--- config.mk ---
export PLATFORM = sky130hd
export DESIGN_NAME = msb_bit_iterator
export DESIGN_NICKNAME = d
export VERILOG_FILES = /design/src/rtl/bititer_pkg.sv /design/src/rtl/lz_normalizer.sv /design/src/rtl/marker_reg.sv /design/src/rtl/iter_ctrl.sv /design/src/rtl/iter_datapath.sv /design/src/rtl/msb_bit_iterator.sv
export SDC_FILE = /design/constraint.sdc
export NUM_CORES = 1
export LEC_CHECK = 0
export ABC_AREA = 0
export BUFFER_PORTS_ARGS = -buffer_cell sky130_fd_sc_hd__buf_2
export CAP_MARGIN = 20
export CORE_AREA = 3 3 105 107
export CTS_CLUSTER_SIZE = 12
export DETAILED_ROUTE_END_ITERATION = 12
export DIE_AREA = 0 0 108 110
export GPL_ROUTABILITY_DRIVEN = 0
export PLACE_DENSITY = 0.85
export REMOVE_ABC_BUFFERS = 1
export SLEW_MARGIN = 25
export SYNTH_ARGS = -nofsm -noshare
export SYNTH_HDL_FRONTEND = slang
export SYNTH_SLANG_ARGS = --single-unit
--- constraint.sdc ---
create_clock -name clk -period 4.7 [get_ports clk]
set_input_delay 0 -clock clk [delete_from_list [all_inputs] [get_ports clk]]
set_output_delay 0 -clock clk [all_outputs]
set_load 0.005 [all_outputs]
--- src/rtl/bititer_pkg.sv ---
package bititer_pkg;
  localparam int unsigned WORD_W = 32;

  typedef enum logic [1:0] {
    ST_IDLE = 2'd0,
    ST_NORM = 2'd1,
    ST_RUN  = 2'd2,
    ST_DONE = 2'd3
  } iter_state_e;
endpackage

--- src/rtl/lz_normalizer.sv ---
// Staged shift-and-count: stage s tests the top 2**s bits and shifts them out.
module lz_normalizer #(
  parameter int W = 32
) (
  input  logic [W-1:0]         value_i,
  output logic [W-1:0]         norm_o,
  output logic [$clog2(W)-1:0] shift_o,
  output logic                 zero_o
);
  localparam int SW = $clog2(W);

  logic [SW:0][W-1:0] stage_v;
  logic [SW-1:0]      amt;

  assign stage_v[0] = value_i;

  for (genvar k = 0; k < SW; k++) begin : g_stage
    localparam int S  = SW - 1 - k;
    localparam int SH = 1 << S;
    logic hit;
    assign hit          = ~|stage_v[k][W-1 -: SH];
    assign stage_v[k+1] = hit ? (stage_v[k] << SH) : stage_v[k];
    assign amt[S]       = hit;
  end

  assign norm_o  = stage_v[SW];
  assign shift_o = amt;
  assign zero_o  = ~|value_i;
endmodule

--- src/rtl/marker_reg.sv ---
// One-hot end marker: loaded at the leading-one position, shifted toward bit 0.
module marker_reg #(
  parameter int W = 32
) (
  input  logic                 clk,
  input  logic                 rst_n,
  input  logic                 load_en,
  input  logic                 clear_i,
  input  logic [$clog2(W)-1:0] pos_i,
  input  logic                 shift_en,
  output logic [W-1:0]         marker_o
);
  logic [W-1:0] marker_q;
  logic [W-1:0] marker_d;
  logic         marker_en;

  always_comb begin
    marker_d  = marker_q;
    marker_en = load_en | shift_en;
    if (load_en) begin
      marker_d = clear_i ? '0 : (W'(1) << pos_i);
    end else if (shift_en) begin
      marker_d = marker_q >> 1;
    end
  end

  always_ff @(posedge clk or negedge rst_n) begin
    if (!rst_n) begin
      marker_q <= '0;
    end else if (marker_en) begin
      marker_q <= marker_d;
    end
  end

  assign marker_o = marker_q;
endmodule

--- src/rtl/iter_ctrl.sv ---
module iter_ctrl
  import bititer_pkg::*;
(
  input  logic clk,
  input  logic rst_n,
  input  logic load_i,
  input  logic step_i,
  input  logic zero_i,
  input  logic last_i,
  output logic cap_en_o,
  output logic norm_en_o,
  output logic adv_en_o,
  output logic run_o,
  output logic busy_o,
  output logic done_o
);
  iter_state_e state_q;
  iter_state_e state_d;

  always_comb begin
    state_d = state_q;
    if (load_i) begin
      state_d = ST_NORM;
    end else begin
      unique case (state_q)
        ST_NORM: state_d = zero_i ? ST_DONE : ST_RUN;
        ST_RUN:  if (step_i && last_i) state_d = ST_DONE;
        default: state_d = state_q;
      endcase
    end
  end

  always_ff @(posedge clk or negedge rst_n) begin
    if (!rst_n) begin
      state_q <= ST_IDLE;
    end else begin
      state_q <= state_d;
    end
  end

  assign cap_en_o  = load_i;
  assign norm_en_o = (state_q == ST_NORM) && !load_i;
  assign adv_en_o  = (state_q == ST_RUN) && step_i && !load_i;
  assign run_o     = (state_q == ST_RUN);
  assign busy_o    = (state_q == ST_NORM) || (state_q == ST_RUN);
  assign done_o    = (state_q == ST_DONE);
endmodule

--- src/rtl/iter_datapath.sv ---
module iter_datapath #(
  parameter int W = 32
) (
  input  logic                   clk,
  input  logic                   rst_n,
  input  logic                   cap_en,
  input  logic                   norm_en,
  input  logic                   adv_en,
  input  logic [W-1:0]           scalar_i,
  input  logic [W-1:0]           norm_i,
  input  logic [$clog2(W)-1:0]   shift_i,
  input  logic                   zero_i,
  output logic [W-1:0]           raw_o,
  output logic                   msb_o,
  output logic                   first_o,
  output logic [$clog2(W)-1:0]   index_o,
  output logic [$clog2(W+1)-1:0] length_o
);
  localparam int SW = $clog2(W);
  localparam int LW = $clog2(W + 1);

  logic [W-1:0]  raw_q,   raw_d;
  logic [W-1:0]  work_q,  work_d;
  logic [SW-1:0] idx_q,   idx_d;
  logic [LW-1:0] len_q,   len_d;
  logic          first_q, first_d;
  logic          work_en;

  assign raw_d   = scalar_i;
  assign work_en = norm_en | adv_en;

  always_comb begin
    work_d  = work_q;
    idx_d   = idx_q;
    len_d   = len_q;
    first_d = first_q;
    if (norm_en) begin
      work_d  = norm_i;
      idx_d   = SW'(W - 1) - shift_i;
      len_d   = zero_i ? '0 : (LW'(W) - LW'(shift_i));
      first_d = !zero_i;
    end else if (adv_en) begin
      work_d  = work_q << 1;
      idx_d   = idx_q - 1'b1;
      first_d = 1'b0;
    end
  end

  always_ff @(posedge clk or negedge rst_n) begin
    if (!rst_n) begin
      raw_q <= '0;
    end else if (cap_en) begin
      raw_q <= raw_d;
    end
  end

  always_ff @(posedge clk or negedge rst_n) begin
    if (!rst_n) begin
      work_q  <= '0;
      idx_q   <= '0;
      len_q   <= '0;
      first_q <= 1'b0;
    end else if (work_en) begin
      work_q  <= work_d;
      idx_q   <= idx_d;
      len_q   <= len_d;
      first_q <= first_d;
    end
  end

  assign raw_o    = raw_q;
  assign msb_o    = work_q[W-1];
  assign first_o  = first_q;
  assign index_o  = idx_q;
  assign length_o = len_q;
endmodule

--- src/rtl/msb_bit_iterator.sv ---
module msb_bit_iterator #(
  parameter int W = bititer_pkg::WORD_W
) (
  input  logic                   clk,
  input  logic                   rst_n,
  input  logic [W-1:0]           scalar_i,
  input  logic                   load_i,
  input  logic                   step_i,
  output logic                   bit_o,
  output logic                   first_o,
  output logic                   last_o,
  output logic [$clog2(W)-1:0]   index_o,
  output logic [$clog2(W+1)-1:0] length_o,
  output logic                   busy_o,
  output logic                   done_o
);
  localparam int SW = $clog2(W);
  localparam int LW = $clog2(W + 1);

  logic          cap_en, norm_en, adv_en, run_w;
  logic [W-1:0]  raw_w, norm_w, marker_w;
  logic [SW-1:0] shift_w, idx_w;
  logic [LW-1:0] len_w;
  logic          zero_w, msb_w, first_w;

  iter_ctrl u_ctrl (
    .clk       (clk),
    .rst_n     (rst_n),
    .load_i    (load_i),
    .step_i    (step_i),
    .zero_i    (zero_w),
    .last_i    (marker_w[0]),
    .cap_en_o  (cap_en),
    .norm_en_o (norm_en),
    .adv_en_o  (adv_en),
    .run_o     (run_w),
    .busy_o    (busy_o),
    .done_o    (done_o)
  );

  lz_normalizer #(.W(W)) u_norm (
    .value_i (raw_w),
    .norm_o  (norm_w),
    .shift_o (shift_w),
    .zero_o  (zero_w)
  );

  iter_datapath #(.W(W)) u_dp (
    .clk      (clk),
    .rst_n    (rst_n),
    .cap_en   (cap_en),
    .norm_en  (norm_en),
    .adv_en   (adv_en),
    .scalar_i (scalar_i),
    .norm_i   (norm_w),
    .shift_i  (shift_w),
    .zero_i   (zero_w),
    .raw_o    (raw_w),
    .msb_o    (msb_w),
    .first_o  (first_w),
    .index_o  (idx_w),
    .length_o (len_w)
  );

  marker_reg #(.W(W)) u_marker (
    .clk      (clk),
    .rst_n    (rst_n),
    .load_en  (norm_en),
    .clear_i  (zero_w),
    .pos_i    (SW'(W - 1) - shift_w),
    .shift_en (adv_en),
    .marker_o (marker_w)
  );

  assign bit_o    = run_w & msb_w;
  assign first_o  = run_w & first_w;
  assign last_o   = run_w & marker_w[0];
  assign index_o  = idx_w;
  assign length_o = len_w;
endmodule

# Word-level counts from Yosys, hierarchy flattened
# Cells that the tools add are included.
[word_totals] reg_bits=110 in_bits=36 out_inout_bits=16 wordCells=59
[op_classes] n_addsub=3 eq_ne=4 shift=1 muxes=19 bitwise_logic=4 reduce_logical=21
[ops] cell="$mux W32" n=10
[ops] cell="$reduce_or A32 Y1" n=1
[ops] cell="$shl A1 B5 Y32 const A" n=1
[ops] cell="$reduce_or A16 Y1" n=1
[ops] cell="$mux W5" n=2
[ops] cell="$reduce_or A8 Y1" n=1
[ops] cell="$logic_not A1 Y1" n=6
[ops] cell="$mux W6" n=1
[ops] cell="$reduce_and A2 Y1" n=3
[ops] cell="$sub A6 B5 Y6 const A" n=1
[ops] cell="$sub A5 B1 Y5 const B" n=1
[ops] cell="$sub A5 B5 Y5 const A" n=1
[ops] cell="$eq A2 B2 Y1 const B" n=2
[ops] cell="$logic_and A1 B1 Y1" n=4
[ops] cell="$mux W2" n=2
[ops] cell="$pmux W2 S2" n=1
[ops] cell="$reduce_or A4 Y1" n=1
[ops] cell="$and A1 B1 Y1" n=3
[ops] cell="$mux W1" n=3
[ops] cell="$ne A3 B2 Y1 const B" n=1
[ops] cell="$reduce_bool A3 Y1" n=1
[ops] cell="$eq A2 B1 Y1 const B" n=1
[ops] cell="$reduce_bool A2 Y1" n=1
[ops] cell="$reduce_or A2 Y1" n=1
[ops] cell="2 further kinds" n=2

# Longest topological paths before layout
# Gate-level depths: netlist of the first run.
[depth] depth_word=13 ltp_mapped=13 depth_no_buf=9

# Cells and area by module
# A second synthesis of the first run with hierarchy kept.
[unflattened] cells_unflattened=727 hier_area_um2=7066.8
[modules_own_cells] module="iter_datapath" instances=1 cells_each=266 area_each_um2=3306.9 seq_area_each_um2=1901.8
[modules_own_cells] module="lz_normalizer" instances=1 cells_each=279 area_each_um2=1935.6 seq_area_each_um2=0.0
[modules_own_cells] module="marker_reg" instances=1 cells_each=154 area_each_um2=1609.0 seq_area_each_um2=800.8
[modules_own_cells] module="iter_ctrl" instances=1 cells_each=20 area_each_um2=177.7 seq_area_each_um2=50.0
[modules_own_cells] module="msb_bit_iterator" instances=1 cells_each=8 area_each_um2=37.5 seq_area_each_um2=0.0

# Worst setup path before layout of the first run
# No wires, ideal clock.
[synth_path] path_kind="register to register" start="register u_dp.raw_q[23] (netlist: u_dp.raw_o[23])" end="register u_dp.work_q[22]" setup_time_ps=82 t_arrival_ps=2795 required_ps=4618 slack_ps=1823 stages_incl_launch_ff=11 n_path_buf=1 period_less_slack_ps=2877 cell_sequence="dfrtp_1 > nor4_4 > nand2_2 > o21ai_2 > o21ai_1 > o211a_1 > a2111oi_4 > buf_4 > mux2i_1 > o22ai_1 > a31oi_1"
[synth_between] elab_chain_cells=10
[synth_lines] element="from (decl)" line="iter_datapath.sv:22" rtl="logic [W-1:0] raw_q, raw_d;"
[synth_lines] element="from (signal assigned)" line="iter_datapath.sv:53" rtl="raw_q <= raw_d;"
[synth_lines] element="$reduce_or A16 Y1" line="lz_normalizer.sv:21" rtl="assign hit = ~|stage_v[k][W-1 -: SH];"
[synth_lines] element="$mux W32 *" line="lz_normalizer.sv:22" rtl="assign stage_v[k+1] = hit ? (stage_v[k] << SH) : stage_v[k];"
[synth_lines] element="$reduce_or A8 Y1" line="lz_normalizer.sv:21"
[synth_lines] element="$mux W32 *" line="lz_normalizer.sv:22"
[synth_lines] element="$reduce_or A4 Y1" line="lz_normalizer.sv:21"
[synth_lines] element="$mux W32 *" line="lz_normalizer.sv:22"
[synth_lines] element="$reduce_or A2 Y1" line="lz_normalizer.sv:21"
[synth_lines] element="$mux W32 * (2 in series)" line="lz_normalizer.sv:22"
[synth_lines] element="$mux W32 *" line="iter_datapath.sv:37" rtl="if (norm_en) begin"
[synth_lines] element="to (signal assigned)" line="iter_datapath.sv:64" rtl="work_q <= work_d;"
[synth_lines] element="to (decl)" line="iter_datapath.sv:23" rtl="logic [W-1:0] work_q, work_d;"
# Every way passes the cells marked *; elsewhere a longest branch is shown, timed or not.
# A chain may end at the register's enable or synchronous reset.

# Worst setup path after layout of the first run
[layout_path] start="register u_dp.raw_q[29] (netlist: u_dp.raw_o[29])" end="register u_dp.work_q[22]"
# Same word-level chain as after synthesis.

==> results by group, run 1 <==
Floorplan
  – Die extent in x: 108 um
  – Core Box Area: 10200 um^2
  – IO Pins: 52
  – Die footprint: 11900 um^2
  – Site Rows: 37
  – Die height: 110 um
  – Starting Density: 64.8%

Synthesis
  – Largest cells by area after synthesis: dfrtp_1 (42%), mux2i_1 (12%), nand2_1 (6.8%)
  – Library cells used by synthesis: 62
  – Seq cells post-synth: 110
  – Largest area contributor in the netlist: dfrtp_1
  – Mapped Area: 6630 um^2
  – Post-synth top area share: 41.5%
  – Post-Syn Instances: 720
  – Asr flop ratio synth: 100%
  – Top_reg_cell synth: dfrtp_1
  – Post-synth EDFFs: 0
  – Top-count cell post-synth: nand2_1
  – Synth warn: 0
  – Synth Area per Inst: 9.21 um^2
  – Commonest cells post-synth: nand2_1 (120), dfrtp_1 (110), mux2i_1 (78)
  – Register area share after synthesis: 41.5%

Status
  – Status: finished clean

Final layout
  – Fin util: 72.8%
  – Synth-to-Final Area Change: 12.4%
  – Share of cells above drive strength 1: 16.5%
  – Final non-filler cell area: 7450 um^2
  – Antenna cells: 0
  – Nets: 814

Timing
  – Final Skew: 10.1 ps
  – Setup violators final: 0
  – Fin Setup TNS: 0 ps
  – RSZ-0062 raised after global routing: false
  – Fmax: 248 MHz
  – Final Hold Vio Count: 0
  – Transition time of the tightest slew-check pin: 901 ps
  – Min Tclk post-route: 4030 ps
  – Rel. slew slack: 40.0%
  – Slew Viols, Final: 0
  – Final period utilization: 85.8%

GRT
  – Initial antenna violation count: 0
  – Pin count of the biggest net entering global routing: 76
  – Busiest layer in global routing: met2
  – GRT Overall Usage: 32.1%
  – M3 GR Usage: 5.88%
  – Met1 Resource Use GR: 45.4%
  – First-pass GRT wire length: 30100 um
  – Number of global-route vias before repair: 5853
  – Met2 GRT Util: 49.7%
  – Remaining global-route overflow: 0

Clock tree
  – CTS H-tree depth: 3
  – CTS max path bufs: 2
  – Latest clock arrival within the worst-skew pair: 380 ps
  – CTS sink count: 110
  – # resized after CTS: 0
  – CTS tree: yes
  – Clk pin slew, worst setup/hold paths: 100 ps
  – TritonCTS buffer count: 9
  – Postcts setup bufs: 0
  – Clk Tree Root Cell: clkbuf_8
  – Hold-fix buffers, CTS: 33

Worst setup path
  – Cell family with most CP delay: compound AO/OA/AOI/OAI gates
  – Critical Path Sink Type: flop
  – Startpoint Class: flop
  – Slowest stage cell, crit path: a21oi_4
  – Critical Path, Cell by Cell: nor4_4 -> nand4_1 -> and2_1 -> a21oi_4 -> nor2_1 -> a2111oi_4 -> buf_4 -> mux2i_1 -> o22ai_1 -> a31oi_1
  – CP Buf/Inv Count: 1
  – Crit path required time: 5000 ps
  – CP peak stage delay: 650 ps
  – CP arrival: 4330 ps
  – Crit Path Max Fanout: 42
  – Crit path kind: flop to flop

Placement
  – Post-DP Area: 6930 um^2
  – Buffers on Ports: 51
  – DP Wirelength: 12000 um

Pwr
  – Clock network fraction of total power: 20.7%
  – PwrDens: 372 nW/um^2
  – Leakage: 3.20 nW
  – Register share of total power: 49.4%
  – Internal: 1.82 mW
  – Comb pwr share: 29.8%
  – Switching portion of total power: 34.4%
  – VDD IR max: 0.252 mV
  – Psw: 954 uW

Routing
  – Vias per cell: 6.66
  – Drt drc: 0
  – Total iterations of the first detailed-routing run: 7
  – Starting DRT DRC Count: 730
  – Drt total wl: 17900 um
  – Vias: 6091
  – WL per Instance: 19.6 um
  – Final antenna-violating net count: 0

Worst hold path
  – Hold crit path type: input pin to flop

Run
  – Maxcap violations: 0
[worst paths after layout]
path	from	end	slack (ps)	depth (start not counted)
setup / recovery	u_dp.raw_o[29]	u_dp.work_q[22]	670	10
hold / removal	step_i	u_ctrl.state_q[1]	60	4
setup reg to reg	u_dp.raw_o[29]	u_dp.work_q[22]	670	10
hold reg to reg	u_marker.marker_o[31]	u_marker.marker_o[31]	490	2
max in group asynchronous	rst_n	u_dp.raw_o[18]	3350	3
min in group asynchronous	rst_n	u_dp.work_q[31]	150	2
[cells by family after synthesis]
kind of cell | after synthesis | share of synthesized area, %
AND/OR/NAND/NOR | 219 | 15.3
AO/OA/AOI/OAI | 213 | 20.5
buffers and inverters | 59 | 3.83
XOR/XNOR | 2 | 0.264
flip-flops | 110 | 41.5
multiplexers | 113 | 17.9
adder cells (fa/ha/maj) | 4 | 0.755
[metal layers]
layer  share of wire [%]  routed length (um)
met1                  42                7450
met5                   0                   0
met4                 3.2                 571
met3                 9.2                1650
met2                  46                8270
[through the flow]
stage | hold WS (ps) | std cells | setup WS, ps | power [mW]
final | 62.1 | 914 | 668 | 2.77
after CTS | 63.0 | 914 | 737 | 2.75
after floorplan | -296 | 667 | 27.6 | 1.91
after global routing | 82.6 | 914 | 444 | 2.94
after detailed placement | 61.1 | 866 | 764 | 2.17
after global placement | 47.5 | 866 | 1020 | 2.12
[worst min-delay path: stages]
cell	delay, ps
buf_2	90
a311o_1	190
nor2_1	50
nor2_1	80
[power by group through the flow]
stage | sequential [mW] | clock [mW] | combinational [mW]
after floorplan | 1.33 | 0 | 0.580
after global placement | 1.36 | 0 | 0.759
after detailed placement | 1.38 | 0 | 0.792
after CTS | 1.36 | 0.576 | 0.818
after global routing | 1.40 | 0.616 | 0.929
final | 1.37 | 0.575 | 0.827
[flip-flops by register name, indices dropped and copies added (netlist names)]
register	cells
u_dp.first_o	1
u_dp.length_o	6
u_dp.raw_o	32
u_dp.index_o	5
u_dp.work_q	32
u_marker.marker_o	32
u_ctrl.state_q	2
[layout make-up]
cell class	instances	area [um^2]
Clock buffer	12	145
Clock inverter	3	43.8
Fill cell	717	2780
Inverter	6	22.5
Multi-Input combinational cell	551	3640
Sequential cell	110	2750
Tap cell	136	170
Timing Repair Buffer	96	678
[cells in the final DEF (no fill, tap or decap), types with 19 or more instances in the layout]
cell	netlist	routed
nand2_1	120	120
dfrtp_1	110	110
mux2i_1	78	78
o21ai_0	66	66
buf_2	8	50
nor2_1	39	38
mux2_2	33	33
dlygate4sd3_1	0	33
a21oi_1	26	26
o21a_1	21	21
o22ai_1	20	20
a31oi_1	19	19
Note: power is estimated with default switching activity, not from simulation.
==> run 2: changes to the inputs <==
--- a/config.mk
+++ b/config.mk
@@ -8,12 +8,14 @@
 export ABC_AREA = 0
 export BUFFER_PORTS_ARGS = -buffer_cell sky130_fd_sc_hd__buf_2
 export CAP_MARGIN = 20
-export CORE_AREA = 3 3 105 107
+export CELL_PAD_IN_SITES_DETAIL_PLACEMENT = 0
+export CELL_PAD_IN_SITES_GLOBAL_PLACEMENT = 1
+export CORE_AREA = 3 3 119 121
 export CTS_CLUSTER_SIZE = 12
 export DETAILED_ROUTE_END_ITERATION = 12
-export DIE_AREA = 0 0 108 110
+export DIE_AREA = 0 0 122 124
 export GPL_ROUTABILITY_DRIVEN = 0
-export PLACE_DENSITY = 0.85
+export PLACE_DENSITY = 0.84
 export REMOVE_ABC_BUFFERS = 1
 export SLEW_MARGIN = 25
 export SYNTH_ARGS = -nofsm -noshare
==> results by group, run 2 (same netlist as run 1, synthesis figures left out) <==
Placement
  – Buffers on Ports: 51 (unchanged)
  – DP Wirelength: 12300 um (was 12000 um)
  – Post-DP Area: 6980 um^2 (was 6930 um^2)

Worst setup path
  – Slowest stage cell, crit path: o21ai_2 (was a21oi_4)
  – Cell family with most CP delay: compound AO/OA/AOI/OAI gates (unchanged)
  – Crit Path Max Fanout: 42 (unchanged)
  – Crit path kind: flop to flop (unchanged)
  – CP arrival: 4410 ps (was 4330 ps)
  – Startpoint Class: flop (unchanged)
  – CP Buf/Inv Count: 1 (unchanged)
  – Crit path required time: 4980 ps (was 5000 ps)
  – Critical Path, Cell by Cell: nor4_4 -> nand2_2 -> o21ai_2 -> o21ai_1 -> o211a_1 -> a2111oi_4 -> buf_4 -> mux2i_1 -> o22ai_1 -> a31oi_1 (was nor4_4 -> nand4_1 -> and2_1 -> a21oi_4 -> nor2_1 -> a2111oi_4 -> buf_4 -> mux2i_1 -> o22ai_1 -> a31oi_1)
  – Critical Path Sink Type: flop (unchanged)
  – CP peak stage delay: 760 ps (was 650 ps)

Routing
  – Total iterations of the first detailed-routing run: 6 (was 7)
  – Starting DRT DRC Count: 551 (was 730)
  – Final antenna-violating net count: 0 (unchanged)
  – Drt total wl: 18100 um (was 17900 um)
  – Drt drc: 0 (unchanged)
  – Vias per cell: 6.12 (was 6.66)
  – WL per Instance: 19.0 um (was 19.6 um)
  – Vias: 5831 (was 6091)

Final layout
  – Fillers: 1149 (was 717)
  – Nets: 812 (was 814)
  – Antenna cells: 0 (unchanged)
  – Final non-filler cell area: 7660 um^2 (was 7450 um^2)
  – Share of cells above drive strength 1: 16.5% (about the same)
  – Fin util: 58.0% (was 72.8%)
  – Synth-to-Final Area Change: 15.5% (was 12.4%)
  – Most frequent cells in the layout: nand2_1 (120), dfrtp_1 (110), mux2i_1 (78), o21ai_0 (66), buf_2 (50) (unchanged)
  – Commonest non-fill, non-tap cell in the layout: nand2_1 (unchanged)

Floorplan
  – IO Pins: 52 (unchanged)
  – Die height: 124 um (was 110 um)
  – Site Rows: 42 (was 37)
  – Die extent in x: 122 um (was 108 um)
  – Starting Density: 50.3% (was 64.8%)
  – Die footprint: 15100 um^2 (was 11900 um^2)
  – Core Box Area: 13200 um^2 (was 10200 um^2)

Pwr
  – Psw: 977 uW (was 954 uW)
  – Internal: 2.10 mW (was 1.82 mW)
  – PwrDens: 401 nW/um^2 (was 372 nW/um^2)
  – Comb pwr share: 26.7% (was 29.8%)
  – Leakage: 3.27 nW (was 3.20 nW)
  – Register share of total power: 44.4% (was 49.4%)
  – Clock network fraction of total power: 28.9% (was 20.7%)
  – VDD IR max: 0.213 mV (was 0.252 mV)
  – Switching portion of total power: 31.8% (was 34.4%)

GRT
  – Number of global-route vias before repair: 5623 (was 5853)
  – Remaining global-route overflow: 0 (unchanged)
  – First-pass GRT wire length: 30200 um (was 30100 um)
  – Initial antenna violation count: 0 (unchanged)
  – GRT Overall Usage: 25.1% (was 32.1%)
  – Pin count of the biggest net entering global routing: 68 (was 76)

Status
  – Status: finished clean (unchanged)

Timing
  – Final Skew: 9.37 ps (was 10.1 ps)
  – Fmax: 242 MHz (was 248 MHz)
  – Setup violators final: 0 (unchanged)
  – RSZ-0062 raised after global routing: false (unchanged)
  – Slew Viols, Final: 0 (unchanged)
  – Fin Setup TNS: 0 ps (unchanged)
  – Rel. slew slack: 37.9% (was 40.0%)
  – Final Hold Vio Count: 0 (unchanged)
  – Final period utilization: 87.9% (was 85.8%)
  – Min Tclk post-route: 4130 ps (was 4030 ps)
  – Transition time of the tightest slew-check pin: 932 ps (was 901 ps)
  – Fin Hold WS: 85.6 ps (was 62.1 ps)

Clock tree
  – Latest clock arrival within the worst-skew pair: 360 ps (was 380 ps)
  – CTS sink count: 110 (unchanged)
  – CTS H-tree depth: 3 (unchanged)
  – TritonCTS buffer count: 9 (unchanged)
  – Clk Tree Root Cell: clkbuf_16 (was clkbuf_8)
  – CTS tree: yes (unchanged)
  – CTS max path bufs: 2 (unchanged)
  – Clk pin slew, worst setup/hold paths: 70 ps (was 100 ps)
  – Postcts setup bufs: 0 (unchanged)

Worst hold path
  – Hold crit path type: input pin to flop (unchanged)

Run
  – Maxcap violations: 0 (unchanged)
-- run 2: metrics by stage --
| step | power, mW | instances | setup slack (ps) |
|---|---|---|---|
| after global placement | 2.14 | 904 | 786 |
| after floorplan | 1.91 | 667 | 27.6 |
| after global routing | 3.26 | 953 | 311 |
| after detailed placement | 2.17 | 904 | 695 |
| after CTS | 3.08 | 953 | 662 |
| final | 3.07 | 953 | 566 |
-- run 2: timing repair --
action,CTS,global route
endpoints found under the hold margin,98,0
resized for setup,0,0
hold buffers,33,0
-- run 2: power by group through the flow --
stage	registers [mW]	clock network, mW	logic [mW]
after CTS	1.36	0.904	0.821
after global placement	1.37	0	0.773
after detailed placement	1.38	0	0.797
after global routing	1.39	0.940	0.928
after floorplan	1.33	0	0.580
final	1.36	0.888	0.822
-- run 2: cell type report --
cell class              count  area, um^2  share of cell area [%]
multi-input cells         551        3640                    47.5
flip-flops and latches    110        2750                    36.0
inverters                   6        22.5                   0.294
repair buffers             94         676                    8.82
clock inverters             5         104                    1.36
well taps                 176         220                    2.88
clock buffers              11         243                    3.17
-- run 2: path summary, 6_finish.rpt --
| path | start | to | slack, ps | cells past startpoint |
|---|---|---|---|---|
| setup / recovery | u_dp.raw_o[23] | u_dp.work_q[20] | 570 | 10 |
| hold / removal | step_i | u_ctrl.state_q[1] | 90 | 4 |
| setup reg to reg | u_dp.raw_o[23] | u_dp.work_q[20] | 570 | 10 |
| hold reg to reg | u_dp.length_o[3] | u_dp.length_o[3] | 480 | 2 |
| max in group asynchronous | rst_n | u_marker.marker_o[31] | 3320 | 3 |
| min in group asynchronous | rst_n | u_dp.first_o | 290 | 2 |
-- run 2: worst reg2reg max path: cells and delay by family, from the launching register on --
kind,cells,cell delay (ps)
AOI/OAI and AO/OA,6,1950
buffers and inverters,1,520
DFF,1,470
muxes,1,360
and+or+nand+nor,2,740
-- run 2: metal layers --
metal  GRT usage [%]  up-vias  wire length [um]
li1                -     2731                 -
met1            36.1     2831              8430
met2            39.6      226              8280
met3            3.09       43              1010
met4            8.40        0               353
met5               0        -                 0
==> run 3: changes to the inputs <==
--- a/config.mk
+++ b/config.mk
@@ -15,7 +15,7 @@
 export DETAILED_ROUTE_END_ITERATION = 12
 export DIE_AREA = 0 0 122 124
 export GPL_ROUTABILITY_DRIVEN = 0
-export PLACE_DENSITY = 0.84
+export PLACE_DENSITY_LB_ADDON = 0.1
 export REMOVE_ABC_BUFFERS = 1
 export SLEW_MARGIN = 25
 export SYNTH_ARGS = -nofsm -noshare
==> results by group, run 3 (same netlist as run 1, synthesis figures left out) <==
Clock tree
  – Postcts setup bufs: 0 (unchanged)
  – Hold-fix buffers, CTS: 34 (was 33)
  – # resized after CTS: 0 (unchanged)
  – TritonCTS buffer count: 9 (unchanged)
  – CTS tree: yes (unchanged)
  – CTS H-tree depth: 3 (unchanged)
  – CTS sink count: 110 (unchanged)
  – Latest clock arrival within the worst-skew pair: 360 ps (about the same)
  – CTS max path bufs: 2 (unchanged)
  – Clk Tree Root Cell: clkbuf_16 (unchanged)
  – Clk pin slew, worst setup/hold paths: 80 ps (was 70 ps)

Floorplan
  – Starting Density: 50.3% (unchanged)
  – Die extent in x: 122 um (unchanged)
  – Die footprint: 15100 um^2 (unchanged)
  – Site Rows: 42 (unchanged)
  – Core Box Area: 13200 um^2 (unchanged)
  – Die height: 124 um (unchanged)
  – IO Pins: 52 (unchanged)

Routing
  – Drt total wl: 18300 um (was 18100 um)
  – Drt drc: 0 (unchanged)
  – WL per Instance: 19.2 um (was 19.0 um)
  – Total iterations of the first detailed-routing run: 6 (unchanged)
  – Vias per cell: 6.11 (was 6.12)
  – Starting DRT DRC Count: 615 (was 551)
  – Vias: 5836 (was 5831)
  – Final antenna-violating net count: 0 (unchanged)

Final layout
  – Share of cells above drive strength 1: 16.6% (was 16.5%)
  – Commonest non-fill, non-tap cell in the layout: nand2_1 (unchanged)
  – Most frequent cells in the layout: nand2_1 (120), dfrtp_1 (110), mux2i_1 (78), o21ai_0 (66), buf_2 (50) (unchanged)
  – Synth-to-Final Area Change: 14.8% (was 15.5%)
  – Nets: 814 (was 812)
  – Antenna cells: 0 (unchanged)

GRT
  – Pin count of the biggest net entering global routing: 70 (was 68)
  – GRT Overall Usage: 25.1% (about the same)
  – Initial antenna violation count: 0 (unchanged)
  – Remaining global-route overflow: 0 (unchanged)
  – Met1 Resource Use GR: 37.2% (was 36.1%)
  – Busiest layer in global routing: met2 (unchanged)
  – M3 GR Usage: 5.36% (was 3.09%)
  – Number of global-route vias before repair: 5506 (was 5623)
  – Met2 GRT Util: 38.3% (was 39.6%)
  – First-pass GRT wire length: 29900 um (was 30200 um)

Worst setup path
  – CP arrival: 4280 ps (was 4410 ps)
  – Cell family with most CP delay: simple AND/OR/NAND/NOR gates (was compound AO/OA/AOI/OAI gates)
  – Startpoint Class: flop (unchanged)
  – Crit Path Max Fanout: 41 (was 42)
  – Crit path required time: 4990 ps (was 4980 ps)
  – Crit path kind: flop to flop (unchanged)
  – Critical Path, Cell by Cell: nor4_2 -> nand2_2 -> o21ai_2 -> o211ai_1 -> a21oi_4 -> buf_4 -> nand3_1 -> or3_1 -> a21oi_1 (was nor4_4 -> nand2_2 -> o21ai_2 -> o21ai_1 -> o211a_1 -> a2111oi_4 -> buf_4 -> mux2i_1 -> o22ai_1 -> a31oi_1)
  – CP peak stage delay: 730 ps (was 760 ps)
  – Critical Path Sink Type: flop (unchanged)
  – Slowest stage cell, crit path: o21ai_2 (unchanged)
  – CP Buf/Inv Count: 1 (unchanged)

Timing
  – Final period utilization: 84.9% (was 87.9%)
  – Setup violators final: 0 (unchanged)
  – Min Tclk post-route: 3990 ps (was 4130 ps)
  – Rel. slew slack: 43.1% (was 37.9%)
  – Transition time of the tightest slew-check pin: 854 ps (was 932 ps)
  – Fin Setup TNS: 0 ps (unchanged)
  – Fin Hold WS: 66.8 ps (was 85.6 ps)
  – Slew Viols, Final: 0 (unchanged)
  – Final Hold Vio Count: 0 (unchanged)
  – Final Skew: 6.23 ps (was 9.37 ps)
  – RSZ-0062 raised after global routing: false (unchanged)
  – Fmax: 251 MHz (was 242 MHz)

Pwr
  – Clock network fraction of total power: 25.4% (was 28.9%)
  – Leakage: 3.25 nW (was 3.27 nW)
  – VDD IR max: 0.241 mV (was 0.213 mV)
  – Internal: 1.93 mW (was 2.10 mW)
  – Psw: 1.00 mW (was 977 uW)
  – Comb pwr share: 28.0% (was 26.7%)
  – PwrDens: 386 nW/um^2 (was 401 nW/um^2)
  – Total power: 2.93 mW (was 3.07 mW)
  – Register share of total power: 46.6% (was 44.4%)
  – Switching portion of total power: 34.2% (was 31.8%)

Placement
  – DP Wirelength: 12600 um (was 12300 um)
  – Buffers on Ports: 51 (unchanged)

Run
  – Maxcap violations: 0 (unchanged)

Status
  – Status: finished clean (unchanged)

Worst hold path
  – Hold crit path type: input pin to flop (unchanged)
[run 3: final timing paths]
check / startpoint / to / slack, ps / depth (start not counted)
min: step_i / u_ctrl.state_q[0] / 70 / 3
max reg2reg: u_dp.raw_o[19] / u_marker.marker_o[16] / 710 / 9
min reg2reg: u_dp.first_o / u_dp.first_o / 480 / 2
max: u_dp.raw_o[19] / u_marker.marker_o[16] / 710 / 9
max in group asynchronous: rst_n / u_dp.raw_o[16] / 3240 / 3
min in group asynchronous: rst_n / u_dp.index_o[2] / 180 / 2
[run 3: stage by stage]
stage	setup slack [ps]	cell area [um^2]	cells	utilization [%]
2_1_floorplan	27.6	6400	667	-
3_3_place_gp	788	6990	905	53.0
5_1_grt	451	7610	955	57.7
6_report	712	7610	955	57.7
4_1_cts	783	7610	955	57.7
3_5_place_dp	783	6990	905	53.0
[run 3: layout make-up]
cell class                 instances  area, um^2
sequential                       110        2750
clock inverter                     6        52.6
clock buffer                      10         229
timing repair buffer              96         693
tap                              176         220
inverter                           6        22.5
fill                            1205        5580
multi-input combinational        551        3640
[run 3: per-layer routing]
| metal | wire length, um | vias to the layer above |
|---|---|---|
| met5 | 0 | - |
| met4 | 143 | 0 |
| met3 | 1120 | 19 |
| met2 | 8280 | 226 |
| met1 | 8790 | 2855 |
| li1 | - | 2736 |
[run 3: power by group through the flow]
stage	registers (mW)	logic (mW)	clock network (mW)
CTS	1.37	0.824	0.763
floorplan	1.33	0.580	0
detailed placement	1.38	0.799	0
finish	1.37	0.822	0.744
global route	1.40	0.923	0.796
global placement	1.37	0.783	0
[run 3: worst min-delay path: stages]
cell and delay, ps:
buf_2 90, a311o_1 180, o22a_1 130
